## src/rtl/sgl_pkg.sv

```systemverilog
package sgl_pkg;
  localparam int ENT_PER_BLK = 8;
  localparam int BLK_BYTES   = 128;
  localparam int DATA_SLOTS  = ENT_PER_BLK - 1;

  localparam logic [31:0] FLG_DATA  = 32'd1;
  localparam logic [31:0] FLG_CHAIN = 32'd2;
  localparam logic [31:0] FLG_END   = 32'd3;

  typedef struct packed {
    logic [63:0] taddr;
    logic [31:0] len;
    logic [31:0] flags;
  } sgl_ent_t;
endpackage

```

## src/rtl/sgl_page_calc.sv

```systemverilog
module sgl_page_calc #(
  parameter int PAGE_LG = 12,
  parameter int SIZE_W  = 32,
  parameter int PG_W    = 22
) (
  input  logic [63:0]        page_addr,
  input  logic [PG_W-1:0]    pidx,
  input  logic [PG_W-1:0]    npg,
  input  logic [PAGE_LG-1:0] offs,
  input  logic               first_en,
  input  logic [63:0]        first_addr,
  input  logic               last_en,
  input  logic [63:0]        last_addr,
  input  logic [SIZE_W-1:0]  rem,
  output logic [63:0]        ent_addr,
  output logic [SIZE_W-1:0]  ent_len
);
  localparam logic [SIZE_W-1:0] PAGE_BYTES = SIZE_W'(1) << PAGE_LG;

  logic              is_first, is_last;
  logic [SIZE_W-1:0] off_ext, room;

  // page offset only counts on page 0
  assign is_first = (pidx == '0);
  assign is_last  = (pidx == (npg - PG_W'(1)));
  assign off_ext  = is_first ? SIZE_W'(offs) : '0;
  assign room     = PAGE_BYTES - off_ext;
  assign ent_len  = (rem < room) ? rem : room;

  always_comb begin
    if (is_first && first_en)
      ent_addr = first_addr + 64'(offs);
    else if (is_last && last_en)
      ent_addr = last_addr;
    else
      ent_addr = page_addr + 64'(off_ext);
  end
endmodule

```

## src/rtl/sgl_blk_buf.sv

```systemverilog
module sgl_blk_buf #(
  parameter int DEPTH  = 7,
  parameter int SLOT_W = 3
) (
  input  logic              clk,
  input  logic              rst_n,
  input  logic              we,
  input  logic [SLOT_W-1:0] w_slot,
  input  logic [63:0]       w_addr,
  input  logic [31:0]       w_len,
  input  logic [SLOT_W-1:0] r_slot,
  output logic [63:0]       r_addr,
  output logic [31:0]       r_len
);
  logic [63:0] addr_q [DEPTH];
  logic [31:0] len_q  [DEPTH];

  for (genvar g = 0; g < DEPTH; g++) begin : g_slot
    always_ff @(posedge clk or negedge rst_n) begin
      if (!rst_n) begin
        addr_q[g] <= '0;
        len_q[g]  <= '0;
      end else if (we && (w_slot == SLOT_W'(g))) begin
        addr_q[g] <= w_addr;
        len_q[g]  <= w_len;
      end
    end
  end

  always_comb begin
    r_addr = '0;
    r_len  = '0;
    for (int i = 0; i < DEPTH; i++) begin
      if (r_slot == SLOT_W'(i)) begin
        r_addr = addr_q[i];
        r_len  = len_q[i];
      end
    end
  end
endmodule

```

## src/rtl/sgl_builder.sv

```systemverilog
module sgl_builder #(
  parameter int PAGE_LG = 12,
  parameter int SIZE_W  = 32,
  parameter int IDX_W   = 10
) (
  input  logic               clk,
  input  logic               rst_n,
  input  logic               start,
  input  logic [63:0]        cfg_base,
  input  logic [SIZE_W-1:0]  cfg_size,
  input  logic [PAGE_LG-1:0] cfg_offs,
  input  logic               cfg_first_sub_en,
  input  logic [63:0]        cfg_first_sub_addr,
  input  logic               cfg_last_sub_en,
  input  logic [63:0]        cfg_last_sub_addr,
  input  logic               pg_valid,
  output logic               pg_ready,
  input  logic [63:0]        pg_addr,
  output logic               wr_en,
  output logic [IDX_W-1:0]   wr_idx,
  output logic [127:0]       wr_data,
  output logic               busy,
  output logic               done
);
  import sgl_pkg::*;

  localparam int SLOT_W = $clog2(ENT_PER_BLK);
  localparam int BLK_W  = IDX_W - SLOT_W;
  localparam int PG_W   = SIZE_W + 2 - PAGE_LG;
  localparam int SUM_W  = SIZE_W + 1;
  localparam logic [SUM_W-1:0] PAGE_M1 = (SUM_W'(1) << PAGE_LG) - SUM_W'(1);

  typedef enum logic [1:0] {S_IDLE, S_CHAIN, S_RUN, S_FIX} state_t;

  state_t              state_q;
  logic [63:0]         base_q, fsub_q, lsub_q, lend_q;
  logic                fsub_en_q, lsub_en_q, has_prev_q;
  logic [PAGE_LG-1:0]  offs_q;
  logic [SIZE_W-1:0]   rem_q;
  logic [PG_W-1:0]     npg_q, pidx_q;
  logic [BLK_W-1:0]    blk_q;
  logic [SLOT_W-1:0]   cnt_q, fix_k_q;

  logic [63:0]         ent_addr, rd_addr;
  logic [SIZE_W-1:0]   ent_len;
  logic [31:0]         ent_len32, rd_len, merged_len;
  logic                merge, last_pg, accept;
  logic [SLOT_W-1:0]   mtgt, mtgt_slot, new_slot, fix_n, rd_slot, bw_slot;
  logic [BLK_W-1:0]    mblk, fix_blk;
  logic                bw_en;
  logic [63:0]         bw_addr;
  logic [31:0]         bw_len;
  logic [SUM_W-1:0]    span;

  sgl_page_calc #(.PAGE_LG(PAGE_LG), .SIZE_W(SIZE_W), .PG_W(PG_W)) u_calc (
    .page_addr (pg_addr),
    .pidx      (pidx_q),
    .npg       (npg_q),
    .offs      (offs_q),
    .first_en  (fsub_en_q),
    .first_addr(fsub_q),
    .last_en   (lsub_en_q),
    .last_addr (lsub_q),
    .rem       (rem_q),
    .ent_addr  (ent_addr),
    .ent_len   (ent_len)
  );

  // merge target: last data entry, which is previous block slot 7 when the
  // current block has none yet
  assign ent_len32  = 32'(ent_len);
  assign accept     = (state_q == S_RUN) && pg_valid;
  assign merge      = has_prev_q && (ent_addr == lend_q);
  assign last_pg    = (pidx_q == (npg_q - PG_W'(1)));
  assign mtgt       = (cnt_q == '0) ? SLOT_W'(DATA_SLOTS - 1) : cnt_q - SLOT_W'(1);
  assign mblk       = (cnt_q == '0) ? blk_q - BLK_W'(1) : blk_q;
  assign mtgt_slot  = mtgt + SLOT_W'(1);
  assign new_slot   = cnt_q + SLOT_W'(1);
  assign fix_n      = (cnt_q == '0) ? SLOT_W'(DATA_SLOTS) : cnt_q;
  assign fix_blk    = mblk;
  assign rd_slot    = (state_q == S_FIX) ? fix_k_q : mtgt;
  assign merged_len = rd_len + ent_len32;
  assign span       = SUM_W'(cfg_size) + SUM_W'(cfg_offs) + PAGE_M1;

  assign bw_en   = accept;
  assign bw_slot = merge ? mtgt : cnt_q;
  assign bw_addr = merge ? rd_addr : ent_addr;
  assign bw_len  = merge ? merged_len : ent_len32;

  sgl_blk_buf #(.DEPTH(DATA_SLOTS), .SLOT_W(SLOT_W)) u_buf (
    .clk   (clk),
    .rst_n (rst_n),
    .we    (bw_en),
    .w_slot(bw_slot),
    .w_addr(bw_addr),
    .w_len (bw_len),
    .r_slot(rd_slot),
    .r_addr(rd_addr),
    .r_len (rd_len)
  );

  assign pg_ready = (state_q == S_RUN);
  assign busy     = (state_q != S_IDLE);

  always_ff @(posedge clk or negedge rst_n) begin
    if (!rst_n) begin
      state_q    <= S_IDLE;
      base_q     <= '0;
      fsub_q     <= '0;
      lsub_q     <= '0;
      lend_q     <= '0;
      fsub_en_q  <= 1'b0;
      lsub_en_q  <= 1'b0;
      has_prev_q <= 1'b0;
      offs_q     <= '0;
      rem_q      <= '0;
      npg_q      <= '0;
      pidx_q     <= '0;
      blk_q      <= '0;
      cnt_q      <= '0;
      fix_k_q    <= '0;
      wr_en      <= 1'b0;
      wr_idx     <= '0;
      wr_data    <= '0;
      done       <= 1'b0;
    end else begin
      wr_en <= 1'b0;
      done  <= 1'b0;
      unique case (state_q)
        S_IDLE: begin
          if (start) begin
            base_q     <= cfg_base;
            fsub_q     <= cfg_first_sub_addr;
            lsub_q     <= cfg_last_sub_addr;
            fsub_en_q  <= cfg_first_sub_en;
            lsub_en_q  <= cfg_last_sub_en;
            offs_q     <= cfg_offs;
            rem_q      <= cfg_size;
            npg_q      <= PG_W'(span >> PAGE_LG);
            pidx_q     <= '0;
            blk_q      <= '0;
            cnt_q      <= '0;
            fix_k_q    <= '0;
            has_prev_q <= 1'b0;
            lend_q     <= '0;
            state_q    <= S_CHAIN;
          end
        end
        S_CHAIN: begin
          wr_en   <= 1'b1;
          wr_idx  <= {blk_q, SLOT_W'(0)};
          wr_data <= sgl_ent_t'{taddr: base_q + ((64'(blk_q) + 64'd1) << 7),
                                len:   32'(BLK_BYTES),
                                flags: FLG_CHAIN};
          state_q <= S_RUN;
        end
        S_RUN: begin
          if (pg_valid) begin
            wr_en      <= 1'b1;
            has_prev_q <= 1'b1;
            rem_q      <= rem_q - ent_len;
            pidx_q     <= pidx_q + PG_W'(1);
            if (merge) begin
              wr_idx  <= {mblk, mtgt_slot};
              wr_data <= sgl_ent_t'{taddr: rd_addr, len: merged_len, flags: FLG_DATA};
              lend_q  <= lend_q + 64'(ent_len);
            end else begin
              wr_idx  <= {blk_q, new_slot};
              wr_data <= sgl_ent_t'{taddr: ent_addr, len: ent_len32, flags: FLG_DATA};
              lend_q  <= ent_addr + 64'(ent_len);
              cnt_q   <= new_slot;
            end
            if (last_pg) begin
              fix_k_q <= '0;
              state_q <= S_FIX;
            end else if (!merge && (cnt_q == SLOT_W'(DATA_SLOTS - 1))) begin
              blk_q   <= blk_q + BLK_W'(1);
              cnt_q   <= '0;
              state_q <= S_CHAIN;
            end
          end
        end
        S_FIX: begin
          wr_en <= 1'b1;
          if (fix_k_q < fix_n) begin
            wr_idx  <= {fix_blk, fix_k_q};
            wr_data <= sgl_ent_t'{taddr: rd_addr, len: rd_len, flags: FLG_DATA};
            fix_k_q <= fix_k_q + SLOT_W'(1);
          end else begin
            wr_idx  <= {fix_blk, fix_n};
            wr_data <= sgl_ent_t'{taddr: 64'd0, len: 32'd0, flags: FLG_END};
            done    <= 1'b1;
            state_q <= S_IDLE;
          end
        end
        default: state_q <= S_IDLE;
      endcase
    end
  end
endmodule

```

## config.mk

```make
export PLATFORM = sky130hd
export DESIGN_NAME = sgl_builder
export DESIGN_NICKNAME = d
export VERILOG_FILES = /design/src/rtl/sgl_pkg.sv /design/src/rtl/sgl_page_calc.sv /design/src/rtl/sgl_blk_buf.sv /design/src/rtl/sgl_builder.sv
export SDC_FILE = /design/constraint.sdc
export NUM_CORES = 2
export LEC_CHECK = 0
export BUFFER_PORTS_ARGS = -buffer_cell sky130_fd_sc_hd__buf_2
export CAP_MARGIN = 20
export CORE_UTILIZATION = 57
export CTS_BUF_LIST = sky130_fd_sc_hd__clkbuf_8
export DETAILED_ROUTE_END_ITERATION = 16
export PLACE_DENSITY = 0.79
export RECOVER_POWER = 25
export REMOVE_ABC_BUFFERS = 1
export SYNTH_ARGS = -nofsm -noshare
export SYNTH_HDL_FRONTEND = slang
export SYNTH_SLANG_ARGS = --single-unit
export TNS_END_PERCENT = 100
```

## constraint.sdc

```tcl
create_clock -name clk -period 8.5 [get_ports clk]
set_clock_uncertainty 0.15 [all_clocks]
set_input_delay 1.7 -clock clk [delete_from_list [all_inputs] [get_ports clk]]
set_output_delay 1.7 -clock clk [all_outputs]
set_load 0.05 [all_outputs]
```

==> results.sh <==
export IMPL_antenna_found_initial=8
export IMPL_switching_share_pct=50.78
export IMPL_synth_cell_types=96
export IMPL_failed_checks="max-capacitance violations, max-slew violations"
export IMPL_layout_drive_gt1_share_pct=21.22
export IMPL_finalCriticalPeriod_ns=8.244
export IMPL_core_sq_um=116000
export IMPL_io_pins=448
export IMPL_clk_pin_slew_worst_paths_ns=0.07
export IMPL_grt_pass1_vias=58550
export IMPL_dpl_cell_count=9057
export IMPL_cts_tree="done"
export IMPL_synth_seq_cells=1143
export IMPL_finalHoldViolCount=0
export IMPL_clock_path_buffers=3
export IMPL_placed_cell_area_sq_um=71890
export IMPL_first_iter_violations=6690
export IMPL_p_int_mw=18.46
export IMPL_drc_errors=0
export IMPL_clock_sinks=1143
export IMPL_seqPwrFrac_pct=25.2
export IMPL_synth_edff_count=0
export IMPL_critPathKind="flip-flop to flip-flop"
export IMPL_wire_per_inst_microns=24.83
export IMPL_crit_path_end_kind="flip-flop"
export IMPL_htree_levels=4
export IMPL_grt_max_degree=163
export IMPL_p_leak_nw=35.93
export IMPL_r2r_slack_ns=0.26
export IMPL_synth_common_cells="1,401 x nand2_1, 1,143 x dfrtp_1, 595 x a21oi_1, 528 x mux2_2, 381 x nor2_1"
export IMPL_finalSetupViolations=0
export IMPL_viasPerCell=6.374
export IMPL_syn_inst=7209
export IMPL_timing_hold_worst_class="flip-flop to flip-flop"
export IMPL_synth_area_leaders="dfrtp_1 43%, mux2_2 8.9%, nand2_1 7.9%"
export IMPL_ys_async_sr_fraction_pct=100.0
export IMPL_finalWorstSetupSlack_ns=0.2561
export IMPL_slew_headroom_pct=-325.1
export IMPL_cts_buffers=190
export IMPL_instances_no_fill=9414
export IMPL_io_buffers=417
export IMPL_cts_root_buf="clkbuf_8"
export IMPL_dr_total_vias=60010
export IMPL_critPathMaxFanout=17
export IMPL_area_delta_synth_final_pct=14.66
export IMPL_fp_dieH_microns=344.0
export IMPL_worst_slew_pin_slew_ns=6.376
export IMPL_hold_depth=2
export IMPL_die_x_microns=344.0
export IMPL_gr_usage_all_layers_pct=38.98
export IMPL_crit_arrival_ns=8.89
export IMPL_fin_area_sq_um=76440
export IMPL_synth_largest_type_area_fraction_pct=42.91
export IMPL_drt_total_wl_mm=233.8
export IMPL_required_ns=9.14
export IMPL_drv_cap=3
export IMPL_synth_area_leader_cell="dfrtp_1"
export IMPL_worstRegToRegCells=26
export IMPL_dp_hpwl_mm=162.7
export IMPL_ir_drop_mv=0.5010
export IMPL_clock_latency_ns=0.96
export IMPL_drtAntennaViolNets=0
export IMPL_p_switching_mw=19.05
export IMPL_yosys_cell_count_top_type="nand2_1"
export IMPL_floorplan_rows=125
export IMPL_p_total_mw=37.50
export IMPL_nets=8208
export IMPL_fmax_mhz=121.3
export IMPL_pwr_density_cell_nw_per_um2=490.6
export IMPL_place_gp_congestion=1.045
export IMPL_pwr_share_clk_pct=14.1
export IMPL_place_ws_ns=-0.03007
export IMPL_post_route_period_util_pct=96.99
export IMPL_avgSynthCellArea_sq_um=9.247
export IMPL_dieArea_sq_um=118300
export IMPL_grt_remaining_overflow=0
export IMPL_grt_pass1_wl_mm=352.0
export IMPL_synth_flop_cell="dfrtp_1"
export IMPL_synth_area_sq_um=66660
export IMPL_setup_tns_final_ns=0
export IMPL_start_util_pct=57.44
export IMPL_fill_cells=9224
export IMPL_yosysWarnings=0
export IMPL_dr_pass1_iters=10
export IMPL_power_frac_comb_pct=60.7
export IMPL_outcome="finished, violations left"
export IMPL_maxSlewViolCount=146
export IMPL_startpoint_type="flip-flop"
export IMPL_yosysSeqAreaShare_pct=42.91
-- flip-flops by register name, indices dropped and copies added, names as in the netlist --
name / count
fsub_en_q: 1
done: 1
wr_data: 98
offs_q: 12
rem_q: 32
fsub_q: 64
u_buf.len_q: 224
state_q: 2
u_buf.addr_q: 448
wr_en: 1
pidx_q: 22
lsub_en_q: 1
has_prev_q: 1
lend_q: 64
blk_q: 7
base_q: 64
cnt_q: 3
npg_q: 21
wr_idx: 10
fix_k_q: 3
lsub_q: 64
-- timing repair --
action	in CTS	in global routing
gates cloned	0	1
gates resized for setup	6	68
pin swaps	0	16
buffers inserted	0	10
hold buffers	0	0
setup endpoints to repair	32	749
-- stage by stage --
stage | utilization [%] | hold WS [ns]
global placement | 61.95 | 0.3053
global route | 65.87 | 0.3490
CTS | 65.51 | 0.3235
floorplan | - | 0.2868
detailed placement | 61.95 | 0.3124
finish | 65.87 | 0.3228
-- cell families (layout without fill, tap and decap cells) --
family	count (synthesis)	count (layout)	synth area share, %
simple gates	2480	2480	16.45
compound gates	1561	1561	14.38
flops	1143	1143	42.91
mux	823	823	13.72
buf+inv	664	1276	4.300
xor+xnor	375	375	5.141
fa+ha+maj	162	162	3.108
other cells	1	70	0.005625
-- final cells by class --
type	instances	area [sq um]	share of cell area [%]
clock buffers	234	3221	4.213
repair buffers	733	5087	6.655
multi-input cells	5468	35960	47.04
flip-flops and latches	1143	28600	37.42
diodes	3	7.507	0.009821
inverters	204	769.5	1.007
well taps	1524	1907	2.495
clock inverters	105	888.4	1.162
-- power groups by stage --
stage	Clock (mW)	Sequential (mW)	Combinational, mW
2_1_floorplan	0	9.55	13.7
6_report	5.28	9.45	22.8
3_5_place_dp	0	9.39	21.6
3_3_place_gp	0	9.30	21.2
5_1_grt	5.57	9.63	24.4
4_1_cts	5.33	9.34	21.8
-- cell usage in the layout, fill, tap and decap left out, types with 21 or more instances in the layout --
cell / instances
mux2_2: 525
inv_1: 253
a22oi_1: 25
mux2i_1: 94
buf_2: 416
buf_12: 48
dfrtp_1: 1142
nand3_1: 160
o2bb2ai_1: 27
nand4_1: 69
xnor2_1: 213
a21o_1: 66
nand2_1: 1394
a211oi_1: 73
nor2_1: 370
buf_4: 260
nand2b_1: 32
xor2_1: 152
nor4_1: 49
o221ai_1: 27
conb_1: 67
clkbuf_8: 234
mux2_1: 192
and3_1: 73
a31oi_1: 75
or3_1: 33
o21ai_0: 313
a21oi_1: 589
and2_1: 36
o22ai_1: 65
o211ai_1: 32
o21a_1: 21
ha_1: 154
clkinv_2: 24
nor3_1: 102
-- routing by layer --
metal / up-vias / GRT usage (%) / part of all wire, %
met4: 12 / 21.95 / 5.9
met5: - / 0 / 0.033
met3: 704 / 9.866 / 11
met1: 29380 / 51.47 / 39
met2: 3544 / 58.55 / 44
li1: 26360 / - / -
-- critical path, stage by stage (launching register included) --
cell,delay [ns]
dfrtp_1,0.37
or4_1,0.55
or4_4,0.45
nor4_4,0.20
buf_4,0.19
nand2_1,0.10
inv_1,0.10
buf_4,0.13
ha_1,0.20
fa_1,0.25
a211oi_1,0.10
o211ai_1,0.29
nand4_1,0.25
a2111oi_1,0.50
xnor2_1,0.25
o221ai_1,0.19
o31ai_2,0.29
o311ai_1,0.14
or4_1,0.44
or4_1,0.62
or3_1,0.48
or3_4,0.45
o31a_4,0.39
nor3_4,0.18
buf_4,0.25
buf_12,0.21
mux2_2,0.36
-- worst paths after layout --
path / from / to
min: lsub_q[61] / lsub_q[61]
min in group asynchronous: rst_n / rem_q[19]
max: pidx_q[13] / u_buf.addr_q[30]
min reg2reg: lsub_q[61] / lsub_q[61]
max reg2reg: pidx_q[13] / u_buf.addr_q[30]
max in group asynchronous: rst_n / state_q[1]
Power figures use the tool's default switching activity.
